[src/rtl/pc_cmp_pkg.sv]
package pc_cmp_pkg;

    // Registered state of the top-bit stage.
    typedef struct packed {
        logic a_top;
        logic b_top;
    } pc_top_t;

endpackage

[src/rtl/pc_top_stage.sv]
module pc_top_stage
    import pc_cmp_pkg::*;
(
    input  logic clk,
    input  logic rst,
    input  logic a_top_i,
    input  logic b_top_i,
    output logic differ_o,
    output logic a_wins_o
);
    pc_top_t st_d, st_q;

    always_comb begin
        st_d       = st_q;
        st_d.a_top = a_top_i;
        st_d.b_top = b_top_i;
        if (rst) begin
            st_d = '0;
        end
    end

    always_ff @(posedge clk) begin
        st_q <= st_d;
    end

    // Single-bit decision on the stored top bits.
    assign differ_o = st_q.a_top ^ st_q.b_top;
    assign a_wins_o = st_q.a_top & ~st_q.b_top;
endmodule

[src/rtl/pc_low_bank.sv]
module pc_low_bank #(
    parameter int LO_W = 15
) (
    input  logic            clk,
    input  logic            rst,
    input  logic            load_i,
    input  logic [LO_W-1:0] a_lo_i,
    input  logic [LO_W-1:0] b_lo_i,
    output logic [LO_W-1:0] a_lo_o,
    output logic [LO_W-1:0] b_lo_o
);
    typedef struct packed {
        logic [LO_W-1:0] a_lo;
        logic [LO_W-1:0] b_lo;
    } bank_t;

    bank_t bank_d, bank_q;

    always_comb begin
        bank_d = bank_q;
        if (load_i) begin
            bank_d.a_lo = a_lo_i;
            bank_d.b_lo = b_lo_i;
        end
        if (rst) begin
            bank_d = '0;
        end
    end

    always_ff @(posedge clk) begin
        bank_q <= bank_d;
    end

    assign a_lo_o = bank_q.a_lo;
    assign b_lo_o = bank_q.b_lo;
endmodule

[src/rtl/pc_low_cmp.sv]
module pc_low_cmp #(
    parameter int LO_W = 15
) (
    input  logic [LO_W-1:0] a_i,
    input  logic [LO_W-1:0] b_i,
    output logic            gt_o
);
    // Scan from the top bit down: gt_c/eq_c hold the verdict of bits above i.
    logic [LO_W:0] gt_c;
    logic [LO_W:0] eq_c;

    assign gt_c[LO_W] = 1'b0;
    assign eq_c[LO_W] = 1'b1;

    for (genvar i = LO_W - 1; i >= 0; i--) begin : g_bit
        assign gt_c[i] = gt_c[i+1] | (eq_c[i+1] & a_i[i] & ~b_i[i]);
        assign eq_c[i] = eq_c[i+1] & ~(a_i[i] ^ b_i[i]);
    end

    assign gt_o = gt_c[0];
endmodule

[src/rtl/precomp_gt_cmp.sv]
module precomp_gt_cmp #(
    parameter int WIDTH = 16,
    parameter int CNT_W = 32
) (
    input  logic             clk,
    input  logic             rst,
    input  logic [WIDTH-1:0] a_i,
    input  logic [WIDTH-1:0] b_i,
    output logic             gt_o,
    output logic             lo_load_o,
    output logic [CNT_W-1:0] load_cnt_o
);
    localparam int LO_W = WIDTH - 1;
    localparam int TOP  = WIDTH - 1;

    typedef struct packed {
        logic             loaded;
        logic [CNT_W-1:0] cnt;
    } act_t;

    logic            tops_equal;
    logic            differ;
    logic            a_wins;
    logic            lo_gt;
    logic [LO_W-1:0] a_lo_q;
    logic [LO_W-1:0] b_lo_q;
    act_t            act_d, act_q;

    // Enable for the lower bank, taken from the incoming top bits.
    assign tops_equal = ~(a_i[TOP] ^ b_i[TOP]);

    pc_top_stage u_top (
        .clk      (clk),
        .rst      (rst),
        .a_top_i  (a_i[TOP]),
        .b_top_i  (b_i[TOP]),
        .differ_o (differ),
        .a_wins_o (a_wins)
    );

    pc_low_bank #(.LO_W(LO_W)) u_bank (
        .clk    (clk),
        .rst    (rst),
        .load_i (tops_equal),
        .a_lo_i (a_i[LO_W-1:0]),
        .b_lo_i (b_i[LO_W-1:0]),
        .a_lo_o (a_lo_q),
        .b_lo_o (b_lo_q)
    );

    pc_low_cmp #(.LO_W(LO_W)) u_cmp (
        .a_i  (a_lo_q),
        .b_i  (b_lo_q),
        .gt_o (lo_gt)
    );

    always_comb begin
        act_d        = act_q;
        act_d.loaded = tops_equal;
        if (tops_equal) begin
            act_d.cnt = act_q.cnt + CNT_W'(1);
        end
        if (rst) begin
            act_d = '0;
        end
    end

    always_ff @(posedge clk) begin
        act_q <= act_d;
    end

    assign gt_o       = differ ? a_wins : lo_gt;
    assign lo_load_o  = act_q.loaded;
    assign load_cnt_o = act_q.cnt;
endmodule

[config.mk]
export PLATFORM = sky130hd
export DESIGN_NAME = precomp_gt_cmp
export DESIGN_NICKNAME = d
export VERILOG_FILES = /design/src/rtl/pc_cmp_pkg.sv /design/src/rtl/pc_top_stage.sv /design/src/rtl/pc_low_bank.sv /design/src/rtl/pc_low_cmp.sv /design/src/rtl/precomp_gt_cmp.sv
export SDC_FILE = /design/constraint.sdc
export NUM_CORES = 1
export LEC_CHECK = 0
export BUFFER_PORTS_ARGS = -buffer_cell sky130_fd_sc_hd__clkbuf_2
export CAP_MARGIN = 0
export CORE_MARGIN = 4
export CORE_UTILIZATION = 50
export CTS_BUF_LIST = sky130_fd_sc_hd__clkbuf_8
export DETAILED_ROUTE_END_ITERATION = 12
export PLACE_DENSITY = 0.78
export SLEW_MARGIN = 5
export SYNTH_ARGS = -nofsm -noshare
export SYNTH_HDL_FRONTEND = slang
export SYNTH_SLANG_ARGS = --single-unit
export TNS_END_PERCENT = 5
[constraint.sdc]
create_clock -name clk -period 2 [get_ports clk]
set_clock_uncertainty 0.1 [all_clocks]
set_input_delay 0.4 -clock clk [delete_from_list [all_inputs] [get_ports clk]]
set_output_delay 0.4 -clock clk [all_outputs]
set_load 0.1 [all_outputs]
== Word level (Yosys, flattened, before mapping) ==
Cells that the tools add are included.

* Memories: 0
* Flip-flop bits (word level): 65
* Output and inout port bits: 34
* Word-level logic and storage cells: 112
* ROM bits: 0
* Bits in writable memories: 0
* Latch bits: 0
* Input port bits: 34

* Shifts and indexed selects: 0
* Div/mod/pow operators: 0
* Bitwise logic cells: 104
* Add/sub/neg operators: 1
* Reduce and logical (&&, ||, !) cells: 0
* Order comparisons: 0
* $mul: 0
* Muxes and demuxes: 1
* Equal/unequal tests: 0

{| class="wikitable"
|+ Operator list
! kind !! number
|-
| AND 1 bit || 43
|-
| adder 32 x 1 -> 32 bit (second input constant) || 1
|-
| inverter 1 bit || 31
|-
| XOR 1 bit || 16
|-
| OR 1 bit || 14
|-
| two-way mux 1 bit || 1
|}

== Logic depth before layout (Yosys ltp) ==
Gate-level depths: netlist of the first run.

* Depth after elaboration: 19
* Depth in mapped cells: 7
* Mapped depth without buffers: 7

== Cells and area by module ==
A second synthesis of the first run with hierarchy kept.

* Cell total of the unflattened synthesis: 335
* Area total of the unflattened synthesis: 3,080.5 µm²

{| class="wikitable"
|+ Modules (own cells, without submodules)
! module !! instances !! area each (µm²) !! cells each
|-
| precomp_gt_cmp || 1 || 1,617.8 || 187
|-
| pc_low_bank || 1 || 1,096.1 || 97
|-
| pc_low_cmp || 1 || 294.0 || 44
|-
| pc_top_stage || 1 || 72.6 || 7
|}

== Worst setup path after synthesis of the first run ==
Ideal clock, no wire load.

* Kind: register to output
* Start point: register u_bank.bank_q, in the netlist u_bank.b_lo_o[14]
* End point: output port gt_o
* Arrival time: 3,256 ps
* Slack: -1,756 ps
* Data required time: 1,500 ps
* Stages on the path, launching flop included: 7
* Buffers on the path: 0
* Cells stage by stage: dfxtp_1 inv_1 ha_1 o211ai_1 a2111oi_0 o21ai_0 o21ai_0

* Cells in the longest elaborated chain, start to end: 19

{| class="wikitable"
|+ RTL lines
! item !! RTL line !! text
|-
| start: declaration || pc_low_bank.sv:17 || <nowiki>bank_t bank_d, bank_q;</nowiki>
|-
| start signal: assignment || pc_low_bank.sv:31 || <nowiki>bank_q <= bank_d;</nowiki>
|-
| XOR 1 bit || pc_low_cmp.sv:17 || <nowiki>assign eq_c[i] = eq_c[i+1] & ~(a_i[i] ^ b_i[i]);</nowiki>
|-
| inverter 1 bit || pc_low_cmp.sv:17 ||
|-
| AND 1 bit, on equally long branches (2 in a row) || pc_low_cmp.sv:16, pc_low_cmp.sv:17 ||
|-
| OR 1 bit, or another cell as far along (11 in a row) || pc_low_cmp.sv:16 || <nowiki>assign gt_c[i] = gt_c[i+1] | (eq_c[i+1] & a_i[i] & ~b_i[i]);</nowiki>
|-
| OR 1 bit / AND 1 bit (equally long branches) (2 in a row) || pc_low_cmp.sv:16 ||
|-
| OR 1 bit (*) || pc_low_cmp.sv:16 ||
|-
| two-way mux 1 bit (*) || precomp_gt_cmp.sv:72 || <nowiki>assign gt_o = differ ? a_wins : lo_gt;</nowiki>
|-
| end: declaration || precomp_gt_cmp.sv:9 || <nowiki>output logic gt_o,</nowiki>
|}

Mark *: on every way between the ends. The rest lies on a longest branch, timed or not.

== Final worst setup path of the first run ==
* Start point: register u_top.st_q[0] (netlist name)
* End point: output port gt_o

* Cells in the longest elaborated chain, start to end: 3

{| class="wikitable"
|+ RTL lines
! item !! RTL line !! text
|-
| start: declaration || pc_top_stage.sv:11 || <nowiki>pc_top_t st_d, st_q;</nowiki>
|-
| start signal: assignment || pc_top_stage.sv:23 || <nowiki>st_q <= st_d;</nowiki>
|-
| inverter 1 bit || pc_top_stage.sv:28 || <nowiki>assign a_wins_o = st_q.a_top & ~st_q.b_top;</nowiki>
|-
| AND 1 bit || pc_top_stage.sv:28 ||
|-
| two-way mux 1 bit (*) || precomp_gt_cmp.sv:72 ||
|}

Marks and branches as above.

==> results of run 1 <==
==> layout make-up <==
cell class	count	area (um^2)	share of cell area [%]
Tap cell	72	90.1	2.31
Timing Repair Buffer	96	581	14.9
Multi-Input combinational cell	261	1600	40.9
Clock inverter	6	76.3	1.95
Inverter	13	48.8	1.25
Sequential cell	65	1380	35.2
Clock buffer	10	138	3.52
==> registers in the layout, summed over array words and instances, names as in the netlist <==
name and count:
lo_load_o 1, load_cnt_o 32, u_bank.a_lo_o 15, u_bank.b_lo_o 15, u_top.st_q 2
==> layer usage <==
layer / vias up / track usage (%)
li1: 1380 / -
met1: 1293 / 22.7
met2: 57 / 34.8
met3: 7 / 5.15
met4: 0 / 6.76
met5: - / 0
==> power breakdown <==
part | total [mW] | switching (mW) | internal (mW)
logic | 0.460 | 0.286 | 0.174
clock network | 1.20 | 0.481 | 0.721
registers | 1.37 | 0.0402 | 1.33
==> how the worst min path moves through the flow <==
stage,startpoint,end,slack (ns),cells after the start
after floorplan,u_bank.a_lo_o[3],u_bank.a_lo_o[3],0.34,2
after global placement,u_bank.b_lo_o[1],u_bank.b_lo_o[1],0.35,2
after detailed placement,u_bank.b_lo_o[0],u_bank.b_lo_o[0],0.35,2
after CTS,b_i[6],u_bank.b_lo_o[6],0.17,3
after global routing,b_i[1],u_bank.b_lo_o[1],0.17,3
final,b_i[1],u_bank.b_lo_o[1],0.18,3
==> placed cells by master (no fill, tap or decap), types with 2 or more instances in the layout <==
cell type,Yosys,final
nand2_1,71,71
clkbuf_2,0,66
dfxtp_1,65,39
a21oi_1,38,38
nor2_1,30,30
buf_4,1,28
dfxtp_4,0,17
inv_1,13,14
xor2_1,15,14
nand4_1,13,13
xnor2_1,10,10
nor2b_1,10,10
clkbuf_8,1,10
dfxtp_2,0,9
nand2b_1,8,8
nand3_1,9,8
o21ai_0,8,6
or3_1,5,5
o22ai_1,3,3
and3_1,3,3
mux2_2,3,3
a31o_2,3,3
ha_4,0,3
inv_2,0,2
and4_1,2,2
and3_2,2,2
or4_4,2,2
nor4_4,2,2
nor3_1,2,2
bufinv_16,0,2
buf_12,0,2
==> through the flow <==
step                instances  total power [mW]  setup slack (ns)
floorplan                 354              1.70            -0.248
global placement          507              1.83            -0.109
detailed placement        507              1.84            -0.172
CTS                       523              3.04            -0.430
global route              523              3.17            -0.433
finish                    523              3.03            -0.349
==> worst register-to-register path: stages (launching register included) <==
cell	delay, ns
dfxtp_4	0.36
nand4_4	0.10
or4_4	0.57
nor4_4	0.29
nand4_1	0.16
mux2_1	0.34
==> cell families after synthesis <==
logic type,count (synthesis),synth area share (%)
AND/OR/NAND/NOR,166,28.9
flip-flops,65,44.0
AO/OA/AOI/OAI,61,11.8
buffers and inverters,28,4.27
XOR/XNOR,26,7.96
multiplexers,4,1.52
adder cells (fa/ha/maj),4,1.61
==> what timing repair did <==
action	4_1_cts	5_1_grt
pin swaps	5	4
buffers inserted	0	0
resized for setup	7	4
setup endpoints to repair	2	7
hold endpoints to repair	0	0
==> cells in the mapped netlist (2+ instances only) <==
library cell  instances
nand4_1              13
nor2b_1              10
nor2_1               30
inv_1                13
or4_4                 2
o22ai_1               3
a2111oi_0             2
clkbuf_1             11
and3_1                3
and3_2                2
mux2_2                3
nor4_4                2
ha_1                  3
xnor2_1              10
a31o_2                3
nand2_1              71
xor2_1               15
nand3_1               9
o21ai_0               8
nand2b_1              8
nor3_1                2
dfxtp_1              65
or3_1                 5
a21oi_1              38
and4_1                2
==> flow_metrics.tcl, run 1 <==
set metrics [dict create \
    met2_length_mm 3.53 \
    seq_area_frac_synth_pct 44.0 \
    powerDensity_nw_per_um2 776 \
    syn_area_um2 2960 \
    htreeDepth 3 \
    setup_viol 2 \
    die_x_um 84.9 \
    period_minus_slack_ns 2.35 \
    grt_pass1_vias 2627 \
    nFillCells 472 \
    gr-total-overflow 0 \
    slew_headroom_pct 63.7 \
    setup_tns_ns -0.397 \
    clkTransAtPathRegs_ns 0.07 \
    firstDrtPassIters 4 \
    critical_path.cell_chain "inv_2 > ha_4 > o211ai_1 > a2111oi_2 > o21ai_1 > o21ai_4 > buf_12" \
    cp-end-kind "output port" \
    grt_max_degree 62 \
    synth_area_leaders "dfxtp_1, nand2_1, a21oi_1" \
    diodes 0 \
    ys_warn_count 0 \
    synthCells 354 \
    crit_end "gt_o" \
    peakVddDrop_mv 0.426 \
    path_buf_inv 2 \
    r2r_end "load_cnt_o[27]" \
    cts_tree "built" \
    p_leak_nw 1.67 \
    dp_hpwl_mm 4.84 \
    clock_latency_ns 0.34 \
    holdBufCountCts 0 \
    numCtsBuffers 9 \
    status "complete, but fails checks" \
    gp_congestion 0.772 \
    async_reset_ff_share_pct 0 \
    wl_per_cell_um 13.2 \
    tightest_slew_ns 0.547 \
    drt_iter0_markers 136 \
    grt_usage_pct 19.6 \
    crit_cells 7 \
    dieArea_um2 7210 \
    crit_type "reg2out" \
    ys.flop_type "dfxtp_1" \
    synth_top_area_share_pct 44.0 \
    drt-met1-wl_mm 2.99 \
    finalHoldViolCount 0 \
    period_share_pct 117 \
    r2r_start "load_cnt_o[17]" \
    reg2reg_depth 5 \
    post-route-drc-count 0 \
    fin_area_um2 3910 \
    layout_setup_ws_ns -0.349 \
    hold_slack_ns 0.178 \
    clock-sinks 65 \
    die_h_um 84.9 \
    totalWireLength_mm 6.92 \
    core_um2 5610 \
    antenna_left 0 \
    place_area_um2 3640 \
    crit_family "compound AO/OA/AOI/OAI gates" \
    root_buffer "clkbuf_8" \
    crit_arrival_ns 1.85 \
    max_cap_viol_count 0 \
    wl_met3_um 323 \
    cp_max_fo 3 \
    rows 27 \
    topRoutingLayerUsed "met4" \
    nNetsFinal 483 \
    fmax_mhz 426 \
    rrSetupSlack_ns -0.05 \
    crit_start "u_top.st_q[0]" \
    synth_area_per_cell_um2 8.35 \
    ys_ff_latch 65 \
    cp-start-kind "flip-flop" \
    required_ns 1.50 \
    io_buffers 67 \
    violations "negative setup slack" \
    vias 2737 \
    min_path_type "in2reg" \
    synth_top_area_cell "dfxtp_1" \
    final_layout_size_suffix_gt1_share_pct 35.9 \
    drt-vias-per-instance 5.23 \
    ctsLongestPathBuffers 2 \
    start_util_pct 52.7 \
    syn2layout_area_growth_pct 32.1 \
    slew_violations 0 \
    antenna_found_initial 0 \
    grt_pass1_wl_mm 11.5 \
    slowest_stage "dfxtp_2" \
    critPathMaxStageDelay_ns 0.32 \
    synth-edff-count 0 \
    final_util_pct 69.7 \
    rsz0062_at_grt "yes" \
    synth_nets 391 \
    io_pins 68 \
    synth_cell_types 46 \
]
(Power assumes the default switching activity.)
==> run 2: changes to the inputs <==
Settings changed: TNS_END_PERCENT 5 to 20.
==> flow_metrics.tcl, run 2 (synthesized netlist as in run 1, its figures left out) <==
set metrics [dict create \
    status "complete, but fails checks" \
    violations "negative setup slack" \
    tightest_slew_ns 0.550 \
    gp_congestion 0.803 \
    layout_setup_ws_ns -0.380 \
    p_leak_nw 1.64 \
    max_cap_viol_count 0 \
    finalHoldViolCount 0 \
    ctsLongestPathBuffers 2 \
    place_area_um2 3630 \
    cp_max_fo 3 \
    totalWireLength_mm 6.68 \
    grt_pass1_wl_mm 11.4 \
    rows 27 \
    die_h_um 84.9 \
    wl_per_cell_um 12.9 \
    vias 2712 \
    rsz0062_at_grt "yes" \
    antenna_found_initial 0 \
    io_buffers 67 \
    antenna_left 0 \
    nNetsFinal 479 \
    slew_headroom_pct 63.5 \
    setup_viol 1 \
    cp-end-kind "output port" \
    largest_reg_flops 32 \
    cts_setup_buffers 0 \
    numCtsBuffers 9 \
    fin_area_um2 3880 \
    post-route-drc-count 0 \
    required_ns 1.50 \
    start_util_pct 52.7 \
    period_share_pct 119 \
    peakVddDrop_mv 0.407 \
    dieArea_um2 7210 \
    dp_hpwl_mm 4.82 \
    crit_type "reg2out" \
    drt_iter0_markers 112 \
    firstDrtPassIters 4 \
    final_cells 519 \
    diodes 0 \
    final_cell_mix "nand2_1, clkbuf_2, dfxtp_1" \
    grt_pass1_vias 2597 \
    crit_arrival_ns 1.88 \
    slew_violations 0 \
    clock-sinks 65 \
    period_minus_slack_ns 2.38 \
    fmax_mhz 420 \
    powerDensity_nw_per_um2 767 \
    clock_latency_ns 0.34 \
    grt_usage_pct 19.6 \
    clkTransAtPathRegs_ns 0.07 \
    rrSetupSlack_ns 0 \
    root_buffer "clkbuf_8" \
    io_pins 68 \
    placed_cells 503 \
    gr-total-overflow 0 \
    nFillCells 483 \
    drt-vias-per-instance 5.23 \
    min_path_type "in2reg" \
    die_x_um 84.9 \
    cp-start-kind "flip-flop" \
    syn2layout_area_growth_pct 31.1 \
    cts_tree "built" \
    htreeDepth 3 \
    final_common_cell "nand2_1" \
    grt_max_degree 37 \
    final_layout_size_suffix_gt1_share_pct 36.2 \
    core_um2 5610 \
]
run 2: changes by cell type in the layout (fill, tap and decap cells not counted), sizes merged:
cell    delta
bufinv     -1
buf        -4
inv        -1
clkbuf     +2
run 2: final timing paths:
| kind | startpoint | end | cells past startpoint |
|---|---|---|---|
| worst max-delay path | u_top.st_q[0] | gt_o | 7 |
| worst min-delay path | a_i[7] | u_bank.a_lo_o[7] | 3 |
| worst max register to register | load_cnt_o[22] | load_cnt_o[27] | 5 |
| worst min register to register | u_bank.b_lo_o[1] | u_bank.b_lo_o[1] | 2 |
run 2: layout make-up:
cell class / count / area (um^2) / area share (%)
tap: 72 / 90.1 / 2.32
clock inverter: 4 / 42.5 / 1.10
inverter: 13 / 48.8 / 1.26
timing repair buffer: 92 / 538 / 13.9
sequential: 65 / 1390 / 35.8
multi-input combinational: 261 / 1610 / 41.4
clock buffer: 12 / 165 / 4.26
run 2: metal layers:
layer	global-route usage [%]	vias up	routed length [um]
li1	-	1385	-
met1	22.8	1241	2790
met4	8.49	0	123
met3	5.15	13	407
met2	33.9	73	3360
met5	0	-	0
run 2: metrics by stage:
stage	TNS (ns)	power [mW]	util (%)	hold WS, ns	worst slack (ns)
3_3_place_gp	-0.224	1.82	64.7	0.345	-0.114
4_1_cts	-0.454	2.99	69.0	0.157	-0.433
6_report	-0.380	2.97	69.1	0.166	-0.380
3_5_place_dp	-0.447	1.83	64.7	0.351	-0.156
2_1_floorplan	-1.14	1.70	-	0.336	-0.240
5_1_grt	-0.639	3.11	69.1	0.159	-0.504
run 2: critical path, cell delays in order, from the launching register on:
cell,delay [ns]
dfxtp_2,0.33
inv_2,0.04
ha_4,0.26
o211ai_1,0.13
a2111oi_2,0.23
o21ai_1,0.17
o21ai_4,0.20
buf_12,0.19
run 2: power breakdown:
group	internal (mW)	switching (mW)
sequential	1.33	0.0458
combinational	0.166	0.276
clock	0.667	0.492
total	2.16	0.814
run 2: repair_timing:
action,CTS,global route
endpoints found under the setup margin,3,5
hold buffers,0,0
resized for setup,8,2
pin swaps,6,1
hold endpoints to repair,0,0
